$ cat src/rtl/gpo_pkg.sv
package gpo_pkg;
    localparam int unsigned ADDR_W = 3;

    typedef enum logic [ADDR_W-1:0] {
        ADR_DIRECT = 3'd0,
        ADR_MASKED = 3'd1,
        ADR_CMD    = 3'd2,
        ADR_ENABLE = 3'd3,
        ADR_STATUS = 3'd4
    } gpo_addr_e;

    typedef enum logic [1:0] {
        CMD_KEEP  = 2'd0,
        CMD_SET   = 2'd1,
        CMD_CLEAR = 2'd2,
        CMD_FLIP  = 2'd3
    } gpo_cmd_e;
endpackage

$ cat src/rtl/gpo_write_decode.sv
// Turns one bus write into a per-channel update mask and update value.
module gpo_write_decode
    import gpo_pkg::*;
#(
    parameter int unsigned NCH = 8,
    parameter int unsigned DW  = 32
) (
    input  logic                 we,
    input  logic [ADDR_W-1:0]    addr,
    input  logic [DW-1:0]        wdata,
    input  logic [NCH-1:0]       levels,
    output logic [NCH-1:0]       upd_mask,
    output logic [NCH-1:0]       upd_val
);
    logic [NCH-1:0] cmd_mask;
    logic [NCH-1:0] cmd_val;

    // Command word: one 2-bit field per channel at offset 2*channel.
    for (genvar c = 0; c < NCH; c++) begin : g_cmd
        gpo_cmd_e code;
        assign code = gpo_cmd_e'(wdata[2*c +: 2]);
        always_comb begin
            unique case (code)
                CMD_SET:   begin cmd_mask[c] = 1'b1; cmd_val[c] = 1'b1;       end
                CMD_CLEAR: begin cmd_mask[c] = 1'b1; cmd_val[c] = 1'b0;       end
                CMD_FLIP:  begin cmd_mask[c] = 1'b1; cmd_val[c] = ~levels[c]; end
                default:   begin cmd_mask[c] = 1'b0; cmd_val[c] = levels[c];  end
            endcase
        end
    end

    always_comb begin
        upd_mask = '0;
        upd_val  = levels;
        if (we) begin
            case (addr)
                ADR_DIRECT: begin
                    upd_mask = '1;
                    upd_val  = wdata[NCH-1:0];
                end
                ADR_MASKED: begin
                    upd_mask = wdata[NCH +: NCH];
                    upd_val  = wdata[NCH-1:0];
                end
                ADR_CMD: begin
                    upd_mask = cmd_mask;
                    upd_val  = cmd_val;
                end
                default: begin
                    upd_mask = '0;
                    upd_val  = levels;
                end
            endcase
        end
    end
endmodule

$ cat src/rtl/gpo_enable_reg.sv
// Per-channel enable for the instruction-driven path.
module gpo_enable_reg
    import gpo_pkg::*;
#(
    parameter int unsigned NCH = 8,
    parameter int unsigned DW  = 32
) (
    input  logic              clk,
    input  logic              rst,
    input  logic              we,
    input  logic [ADDR_W-1:0] addr,
    input  logic [DW-1:0]     wdata,
    output logic [NCH-1:0]    en
);
    always_ff @(posedge clk) begin
        if (rst) begin
            en <= '0;
        end else if (we && addr == ADR_ENABLE) begin
            en <= wdata[NCH-1:0];
        end
    end

    // the enable register moves only on a write to its address
    a_r6_enable_hold: assert property (@(posedge clk) disable iff (rst)
        (!rst && !(we && addr == ADR_ENABLE)) |=> $stable(en));
endmodule

$ cat src/rtl/gpo_level_reg.sv
// Output level register: the instruction path has priority on enabled channels.
module gpo_level_reg #(
    parameter int unsigned NCH = 8
) (
    input  logic           clk,
    input  logic           rst,
    input  logic [NCH-1:0] upd_mask,
    input  logic [NCH-1:0] upd_val,
    input  logic           instr_valid,
    input  logic [NCH-1:0] instr_data,
    input  logic [NCH-1:0] en,
    output logic [NCH-1:0] levels
);
    logic [NCH-1:0] nxt;

    for (genvar c = 0; c < NCH; c++) begin : g_ch
        always_comb begin
            if (instr_valid && en[c]) begin
                nxt[c] = instr_data[c];
            end else if (upd_mask[c]) begin
                nxt[c] = upd_val[c];
            end else begin
                nxt[c] = levels[c];
            end
        end
    end

    always_ff @(posedge clk) begin
        if (rst) begin
            levels <= '0;
        end else begin
            levels <= nxt;
        end
    end

    // enabled channels follow the instruction path whatever else is written
    a_r8_instr_wins: assert property (@(posedge clk) disable iff (rst)
        (!rst && instr_valid) |=> (((levels ^ $past(instr_data)) & $past(en)) == '0));

    // without any update request, disabled channels hold their level
    a_r7_disabled_hold: assert property (@(posedge clk) disable iff (rst)
        (!rst && upd_mask == '0) |=> (((levels ^ $past(levels)) & ~$past(en)) == '0));
endmodule

$ cat src/rtl/gpo_bank.sv
module gpo_bank
    import gpo_pkg::*;
#(
    parameter int unsigned NCH = 8,
    parameter int unsigned DW  = 32
) (
    input  logic              clk,
    input  logic              rst,
    input  logic              reg_we,
    input  logic [ADDR_W-1:0] reg_addr,
    input  logic [DW-1:0]     reg_wdata,
    output logic [DW-1:0]     reg_rdata,
    input  logic              instr_valid,
    input  logic [NCH-1:0]    instr_data,
    output logic [NCH-1:0]    pin_out
);
    logic [NCH-1:0] en;
    logic [NCH-1:0] upd_mask;
    logic [NCH-1:0] upd_val;

    gpo_write_decode #(.NCH(NCH), .DW(DW)) u_dec (
        .we       (reg_we),
        .addr     (reg_addr),
        .wdata    (reg_wdata),
        .levels   (pin_out),
        .upd_mask (upd_mask),
        .upd_val  (upd_val)
    );

    gpo_enable_reg #(.NCH(NCH), .DW(DW)) u_en (
        .clk   (clk),
        .rst   (rst),
        .we    (reg_we),
        .addr  (reg_addr),
        .wdata (reg_wdata),
        .en    (en)
    );

    gpo_level_reg #(.NCH(NCH)) u_lvl (
        .clk         (clk),
        .rst         (rst),
        .upd_mask    (upd_mask),
        .upd_val     (upd_val),
        .instr_valid (instr_valid),
        .instr_data  (instr_data),
        .en          (en),
        .levels      (pin_out)
    );

    always_comb begin
        reg_rdata = '0;
        case (reg_addr)
            ADR_ENABLE: reg_rdata[NCH-1:0] = en;
            ADR_STATUS: reg_rdata[NCH-1:0] = pin_out;
            default:    reg_rdata = '0;
        endcase
    end

    // reset clears levels and enables
    a_r1_reset_clear: assert property (@(posedge clk)
        rst |=> (pin_out == '0 && en == '0));

    // direct write lands on all pins
    a_r2_direct: assert property (@(posedge clk) disable iff (rst)
        (!rst && reg_we && reg_addr == ADR_DIRECT && !instr_valid)
        |=> pin_out == $past(reg_wdata[NCH-1:0]));

    // masked write leaves unmasked channels alone
    a_r3_masked_keep: assert property (@(posedge clk) disable iff (rst)
        (!rst && reg_we && reg_addr == ADR_MASKED && !instr_valid)
        |=> (((pin_out ^ $past(pin_out)) & ~$past(reg_wdata[NCH +: NCH])) == '0));

    // status and unused addresses never move the pins
    a_r9_status_nowrite: assert property (@(posedge clk) disable iff (rst)
        (!rst && reg_we && reg_addr >= ADR_STATUS && !instr_valid)
        |=> $stable(pin_out));
endmodule

$ cat config.mk
export PLATFORM = sky130hd
export DESIGN_NAME = gpo_bank
export DESIGN_NICKNAME = d
export VERILOG_FILES = /design/src/rtl/gpo_pkg.sv /design/src/rtl/gpo_write_decode.sv /design/src/rtl/gpo_enable_reg.sv /design/src/rtl/gpo_level_reg.sv /design/src/rtl/gpo_bank.sv
export SDC_FILE = /design/constraint.sdc
export NUM_CORES = 1
export LEC_CHECK = 0
export BUFFER_PORTS_ARGS = -buffer_cell sky130_fd_sc_hd__buf_2
export CAP_MARGIN = 0
export CORE_MARGIN = 2
export CORE_UTILIZATION = 49
export CTS_CLUSTER_DIAMETER = 50
export DETAILED_ROUTE_END_ITERATION = 10
export PLACE_DENSITY_LB_ADDON = 0.25
export SLEW_MARGIN = 15
export SYNTH_ARGS = -nofsm -noshare
export SYNTH_HDL_FRONTEND = slang
export SYNTH_SLANG_ARGS = --single-unit
$ cat constraint.sdc
create_clock -name clk -period 2.7 [get_ports clk]
set_input_delay 0.135 -clock clk [delete_from_list [all_inputs] [get_ports clk]]
set_output_delay 0.135 -clock clk [all_outputs]
set_load 0.02 [all_outputs]
**Word level (Yosys, flattened, before mapping)**

Cells that the tools add are included.

- Flip-flop bits (word level): 16
- Input bits: 47
- Logic and storage cells: 141

- Mux-type cells: 37
- Equality and inequality tests: 36
- Reduce and logical (&&, ||, !) cells: 51
- Bitwise logic cells: 8

Operator list:

| operator | number |
|---|---|
| $ne 5x4->1 const B | 8 |
| $eq 2x2->1 const B | 16 |
| $pmux 8 s2 | 2 |
| $reduce_and 4->1 | 8 |
| $reduce_bool 2->1 | 16 |
| $mux 1 | 24 |
| $pmux 1 s3 | 8 |
| $pmux 8 s3 | 1 |
| $reduce_bool 3->1 | 8 |
| $reduce_or 3->1 | 8 |
| $eq 2x1->1 const B | 8 |
| $mux 8 | 2 |
| $logic_and 1x1->1 | 9 |
| $not 1->1 | 8 |
| $eq 3x2->1 const B | 2 |
| $eq 3x1->1 const B | 1 |
| $eq 3x3->1 const B | 1 |
| $logic_not 3->1 | 1 |
| $reduce_or 2->1 | 1 |

**Longest topological paths before layout**

Gate-level depths: netlist (run 1).

- Word-level depth: 7
- Mapped depth: 6
- Depth with buffers taken out: 6

**Hierarchy**

Synthesis (run 1) repeated with hierarchy kept, for this count alone.

- Cell total of the unflattened synthesis: 199
- Area total of the unflattened synthesis: 1,626.6 um2

By module, submodules not included:

| module | cells each | seq. area each (um2) | area each (um2) | instances |
|---|---|---|---|---|
| gpo_write_decode | 86 | 0.0 | 535.5 | 1 |
| gpo_level_reg | 42 | 160.2 | 432.9 | 1 |
| gpo_enable_reg | 35 | 160.2 | 365.4 | 1 |
| gpo_bank | 36 | 0.0 | 292.8 | 1 |

**Worst setup path after synthesis (run 1)**

No wires, ideal clock.

- Path kind: input to output
- From: input port reg_addr[1]
- To: output port reg_rdata[0]
- Stages on the path: 4
- Setup slack: 1.444 ns
- Data arrival time: 1.121 ns
- Required time: 2.565 ns
- Path through: buf_4 -> clkbuf_1 -> nor3b_2 -> a22o_1

- Cells in the longest elaborated chain, start to end: 2
- Elaborated cells on any way between the ends: 3
- Classes of those cells: 2 x eq/ne; 1 x mux

Ends and longest elaborated chain:

| what | RTL line | source |
|---|---|---|
| start, declared | gpo_bank.sv:10 | `input logic [ADDR_W-1:0] reg_addr,` |
| $eq 3x3->1 or $eq 3x2->1 (tied branches) | gpo_bank.sv:52 | `case (reg_addr)` |
| $pmux 8 s2 * | gpo_bank.sv:52 |  |
| end, declared | gpo_bank.sv:12 | `output logic [DW-1:0] reg_rdata,` |

Mark *: on every way between the ends. The rest lies on a longest branch, timed or not.

**Worst setup path after layout (run 1)**

- From: input port reg_addr[0]
- To: output port reg_rdata[5]

Same word-level chain as after synthesis.

==> flow_metrics.py, run 1 <==
metrics = {
    "outcome": {
        "status": "finished, final reports clean",
    },
    "timing": {
        "worst_pin_slew_ns": 0.673,
        "fin_crit_ns": 1.48,
        "rsz0062_at_grt": "no",
        "hold_viol_final": 0,
        "post-route-period-util": 0.548,
        "fin_skew_ns": 0.0108,
        "tns_ns": 0,
        "worst_slew_margin_rel": 0.550,
        "slew_violations": 0,
        "max_freq_mhz": 675,
        "setup_viol": 0,
    },
    "worst_setup_path": {
        "crit_chain": "buf_2, nor3b_2, a22o_1, buf_2",
        "cp_max_fo": 12,
        "cpMostUsedCell": "buf_2",
        "path_class": "primary input to output port",
        "crit_slowest_cell": "nor3b_2",
        "cpPeakStageDelay_ns": 0.61,
        "startpoint_type": "primary input",
        "arrival_ns": 1.35,
        "cp.required_ns": 2.57,
        "end_kind": "output port",
    },
    "detailed_routing": {
        "drt_iter0_markers": 91,
        "drt_wl_total_um": 3680,
        "routed_via_density": 5.25,
        "avgRoutedWirePerCell_um": 12.8,
        "drcViolationCount": 0,
        "ant_nets": 0,
        "dr_total_vias": 1512,
        "first_pass_iters": 4,
    },
    "finish": {
        "finalCoreUtilization": 0.557,
        "layout.nets": 308,
        "final_cell_mix": "buf_2, nand2_1, conb_1, ha_1, dfxtp_1",
        "area_growth_pct": 10.7,
        "fillers": 353,
        "diodes": 0,
        "drive_gt1_frac": 0.244,
        "final_common_cell": "buf_2",
        "final_cell_area_um2": 1840,
    },
    "pwr": {
        "intPower_mw": 0.393,
        "clockPowerShare": 0.278,
        "seq_power_share": 0.421,
        "vdd_drop_max_mv": 0.219,
        "swShare": 0.346,
        "p_leak_nw": 0.874,
        "p_switching_mw": 0.208,
        "pwr_density_cell_nw_per_um2": 326,
        "comb_power_share": 0.301,
    },
    "logic_synthesis": {
        "synthFlopType": "dfxtp_1",
        "ys_warn_count": 0,
        "async_reset_ff_frac": 0,
        "synth_edf_count": 0,
        "syn_area_per_cell_um2": 8.20,
        "yosysUniqueCellTypes": 33,
        "yosysSeqAreaShare": 0.192,
        "syn_inst": 203,
        "ys_seq_elements": 16,
        "netlist_area_um2": 1670,
    },
    "hold_path": {
        "holdCritPathClass": "primary input to register",
    },
    "placement": {
        "gp_congestion": 0.764,
        "place_area_um2": 1810,
        "post-dp-hpwl_um": 2760,
        "port_buffers": 46,
    },
    "clocking": {
        "clock_latency_ns": 0.30,
        "cts_made_buffers": 3,
        "cts_resized": 0,
        "cts_max_level": 1,
        "post_cts_buffers": 0,
        "root_buffer": "clkbuf_4",
        "clock_sinks": 16,
        "cts_tree": "yes",
        "clockBufferDepth": 2,
        "clk_pin_slew_worst_paths_ns": 0.11,
        "ctsHoldBuffers": 0,
    },
    "floorplan": {
        "rows": 21,
        "die_area_um2": 3880,
        "initial_core_util": 0.503,
        "ios": 87,
        "die_h_um": 62.3,
        "fp.coreArea_um2": 3310,
        "fp.dieW_um": 62.3,
    },
    "global_routing": {
        "antenna_found_initial": 0,
        "grt_usage": 0.193,
        "grt_max_degree": 28,
        "grt_pass1_wl_um": 6050,
        "grt_pass1_vias": 1300,
        "grt_overflow_total": 0,
    },
    "job": {
        "cap_violations": 0,
    },
}
[power groups by stage]
stage	Combinational (mW)	Sequential, mW	Clock, mW
after detailed placement	0.180	0.259	0
after global routing	0.200	0.255	0.190
after global placement	0.178	0.259	0
final	0.181	0.253	0.167
after floorplan	0.145	0.265	0
after CTS	0.181	0.253	0.176
[worst max-delay path, delay by kind of cell]
family | cells | cell delay [ns]
simple gates | 1 | 0.61
buf+inv | 2 | 0.34
compound gates | 1 | 0.26
[worst paths after layout]
check	startpoint	endpoint	slack (ns)	cells after the start
worst max-delay path	reg_addr[0]	reg_rdata[5]	1.22	4
worst min-delay path	reg_wdata[2]	u_en.en[2]$_SDFFE_PP0P_	0.09	3
worst max register to register	u_en.en[3]$_SDFFE_PP0P_	u_lvl.levels[3]$_SDFFE_PP0P_	1.48	4
worst min register to register	u_en.en[5]$_SDFFE_PP0P_	u_en.en[5]$_SDFFE_PP0P_	0.49	2
[kinds of logic (layout without fill, tap and decap cells)]
group / Yosys count / in the layout / share of synthesized area
other cells: 1 / 24 / 0.00225
fa+ha+maj: 18 / 18 / 0.135
mux: 13 / 13 / 0.0819
flops: 16 / 16 / 0.192
compound gates: 43 / 43 / 0.193
simple gates: 65 / 65 / 0.227
buf+inv: 47 / 63 / 0.168
[metal layers]
layer | wire (um) | track usage
met3 | 180 | 0.0344
met4 | 64 | 0.0639
met5 | 0 | 0
met2 | 1730 | 0.327
met1 | 1700 | 0.247
[sequential cells by signal, summed over array words and instances, names as in the netlist]
| register | flops |
|---|---|
| u_lvl.levels | 8 |
| u_en.en | 8 |
[Yosys cell counts, drive strengths merged, types with 2 or more instances]
cell type   n  area, um2
nand4b     10       87.6
nand3b      5       37.5
dfxtp      16        320
clkbuf      5       18.8
a22o        8       70.1
nor3b       2       31.3
a221oi      7       61.3
nand2      27        101
o21bai      5       37.5
a21oi      10       50.1
buf        29        213
o211ai      7       52.6
mux2        5       56.3
ha         18        225
inv        13       48.8
nor2        6       22.5
nand2b     11       68.8
mux2i       8       80.1
[area by class of cell]
| type | count | area, um2 | area share |
|---|---|---|---|
| multi-input cells | 163 | 1150 | 0.624 |
| well taps | 46 | 57.6 | 0.0312 |
| clock buffers | 4 | 36.3 | 0.0197 |
| flip-flops and latches | 16 | 320 | 0.174 |
| inverters | 13 | 48.8 | 0.0265 |
| repair buffers | 46 | 230 | 0.125 |
[through the flow]
step / worst slack (ns) / hold WS, ns / power [mW] / std cells
after global placement: 0.995 / 0.407 / 0.437 / 284
after global routing: 1.13 / 0.0828 / 0.645 / 288
final: 1.22 / 0.0891 / 0.601 / 288
after floorplan: 1.44 / 0.271 / 0.409 / 226
after detailed placement: 0.987 / 0.412 / 0.439 / 284
after CTS: 1.22 / 0.0784 / 0.610 / 288
Note: power is estimated with default switching activity, not from simulation.
==> run 2, diff against run 1 <==
--- a/config.mk
+++ b/config.mk
@@ -8,7 +8,7 @@
 export BUFFER_PORTS_ARGS = -buffer_cell sky130_fd_sc_hd__buf_2
 export CAP_MARGIN = 0
 export CORE_MARGIN = 2
-export CORE_UTILIZATION = 49
+export CORE_UTILIZATION = 46
 export CTS_CLUSTER_DIAMETER = 50
 export DETAILED_ROUTE_END_ITERATION = 10
 export PLACE_DENSITY_LB_ADDON = 0.25
==> constraint.sdc (replaced) <==
create_clock -name clk -period 1.5 [get_ports clk]
set_input_delay 0.075 -clock clk [delete_from_list [all_inputs] [get_ports clk]]
set_output_delay 0.075 -clock clk [all_outputs]
set_load 0.02 [all_outputs]
==> flow_metrics.py, run 2 (synthesis results as in run 1) <==
metrics = {
    "worst_setup_path": {
        "cpMostUsedCell": "buf_2",
        "cp.depth": 5,
        "cpPeakStageDelay_ns": 0.40,
        "cp_max_fo": 10,
        "cp_num_buf_inv": 3,
        "r2r_cells": 4,
        "end_kind": "output port",
        "path_class": "primary input to output port",
        "cp.required_ns": 1.42,
        "crit_chain": "buf_2, buf_4, and3b_1, a22o_1, buf_2",
        "crit_slowest_cell": "and3b_1",
        "startpoint_type": "primary input",
        "cp_top_family": "buffers and inverters",
        "arrival_ns": 1.21,
    },
    "pwr": {
        "pwr_density_cell_nw_per_um2": 576,
        "vdd_drop_max_mv": 0.403,
        "comb_power_share": 0.310,
        "intPower_mw": 0.718,
        "swShare": 0.345,
        "seq_power_share": 0.416,
        "p_leak_nw": 0.915,
        "p_switching_mw": 0.379,
        "clockPowerShare": 0.275,
    },
    "detailed_routing": {
        "first_pass_iters": 4,
        "dr_total_vias": 1488,
        "drt_wl_total_um": 3750,
        "routed_via_density": 5.03,
        "avgRoutedWirePerCell_um": 12.7,
        "drt_iter0_markers": 60,
        "drcViolationCount": 0,
        "ant_nets": 0,
    },
    "timing": {
        "setup_viol": 0,
        "slew_violations": 0,
        "rsz0062_at_grt": "no",
        "tns_ns": 0,
        "finalWorstSetupSlack_ns": 0.214,
        "max_freq_mhz": 778,
        "fin_skew_ns": 0.000739,
        "post-route-period-util": 0.857,
        "fin_crit_ns": 1.29,
        "hold_viol_final": 0,
    },
    "global_routing": {
        "grt_max_degree": 28,
        "grt_usage": 0.192,
        "grt_overflow_total": 0,
        "antenna_found_initial": 0,
        "grt_pass1_wl_um": 6330,
        "grt_pass1_vias": 1403,
    },
    "finish": {
        "diodes": 0,
        "multiInputGateArea_um2": 1150,
        "seq_area_um2": 320,
        "final_cell_mix": "buf_2, nand2_1, conb_1, ha_1, dfxtp_1",
        "largest_registers": "u_en.en (8), u_lvl.levels (8)",
        "drive_gt1_frac": 0.268,
        "fillers": 344,
        "final_common_cell": "buf_2",
        "layout.nets": 316,
        "area_growth_pct": 14.4,
    },
    "placement": {
        "post-place-ws_ns": 0.113,
        "port_buffers": 46,
        "post-dp-hpwl_um": 2940,
        "gp_congestion": 0.855,
    },
    "floorplan": {
        "die_h_um": 64.2,
        "rows": 21,
        "die_area_um2": 4120,
        "fp.coreArea_um2": 3420,
        "initial_core_util": 0.488,
        "ios": 87,
        "fp.dieW_um": 64.2,
    },
    "hold_path": {
        "hold_depth": 3,
        "holdCritPathClass": "primary input to register",
    },
    "clocking": {
        "clk_pin_slew_worst_paths_ns": 0.10,
        "clock_latency_ns": 0.29,
        "ctsHoldBuffers": 0,
        "cts_resized": 0,
        "root_buffer": "clkbuf_4",
        "post_cts_buffers": 0,
        "cts_max_level": 1,
        "cts_made_buffers": 3,
        "cts_tree": "yes",
        "clockBufferDepth": 2,
        "clock_sinks": 16,
    },
    "outcome": {
        "status": "finished, final reports clean",
    },
    "job": {
        "cap_violations": 0,
    },
}
==> run 2: layout make-up <==
cell class              count  share of cell area
repair buffers             54               0.152
clock buffers               4              0.0191
flip-flops and latches     16               0.168
inverters                  13              0.0256
multi-input cells         163               0.604
well taps                  46              0.0302
==> run 2: final timing paths <==
path | from | to | slack, ns
setup / recovery | reg_addr[1] | reg_rdata[4] | 0.21
hold / removal | reg_wdata[6] | u_en.en[6]$_SDFFE_PP0P_ | 0.04
setup reg to reg | u_en.en[3]$_SDFFE_PP0P_ | u_lvl.levels[3]$_SDFFE_PP0P_ | 0.28
hold reg to reg | u_en.en[5]$_SDFFE_PP0P_ | u_en.en[5]$_SDFFE_PP0P_ | 0.49
==> run 2: worst reg2reg max path: cells and delay by family (launching register included) <==
kind	cells	cell delay, ns
DFF	1	0.35
and+or+nand+nor	2	0.56
AOI/OAI and AO/OA	2	0.19
==> run 2: routing by layer <==
layer  global-route usage  vias up  share of wire
li1                     -      767              -
met1                0.254      677           0.49
met2                0.331       42           0.47
met3               0.0335        2          0.039
met4               0.0319        0         0.0051
met5                    0        -              0
==> run 2: stage by stage <==
step           std cells  power, mW  cell area, um2   util  hold slack (ns)
5_1_grt              296       1.17            1900  0.558           0.0237
3_3_place_gp         292      0.801            1870  0.547            0.348
6_report             296       1.10            1900  0.558           0.0359
2_1_floorplan        226      0.736            1750      -            0.211
3_5_place_dp         292      0.804            1870  0.547            0.351
4_1_cts              296       1.10            1900  0.558           0.0281
==> run 2: power groups by stage <==
stage                     Clock, mW  Combinational [mW]  Sequential [mW]
final                         0.301               0.340            0.456
after CTS                     0.308               0.340            0.456
after global placement            0               0.335            0.465
after floorplan                   0               0.260            0.476
after global routing          0.335               0.378            0.459
after detailed placement          0               0.338            0.465
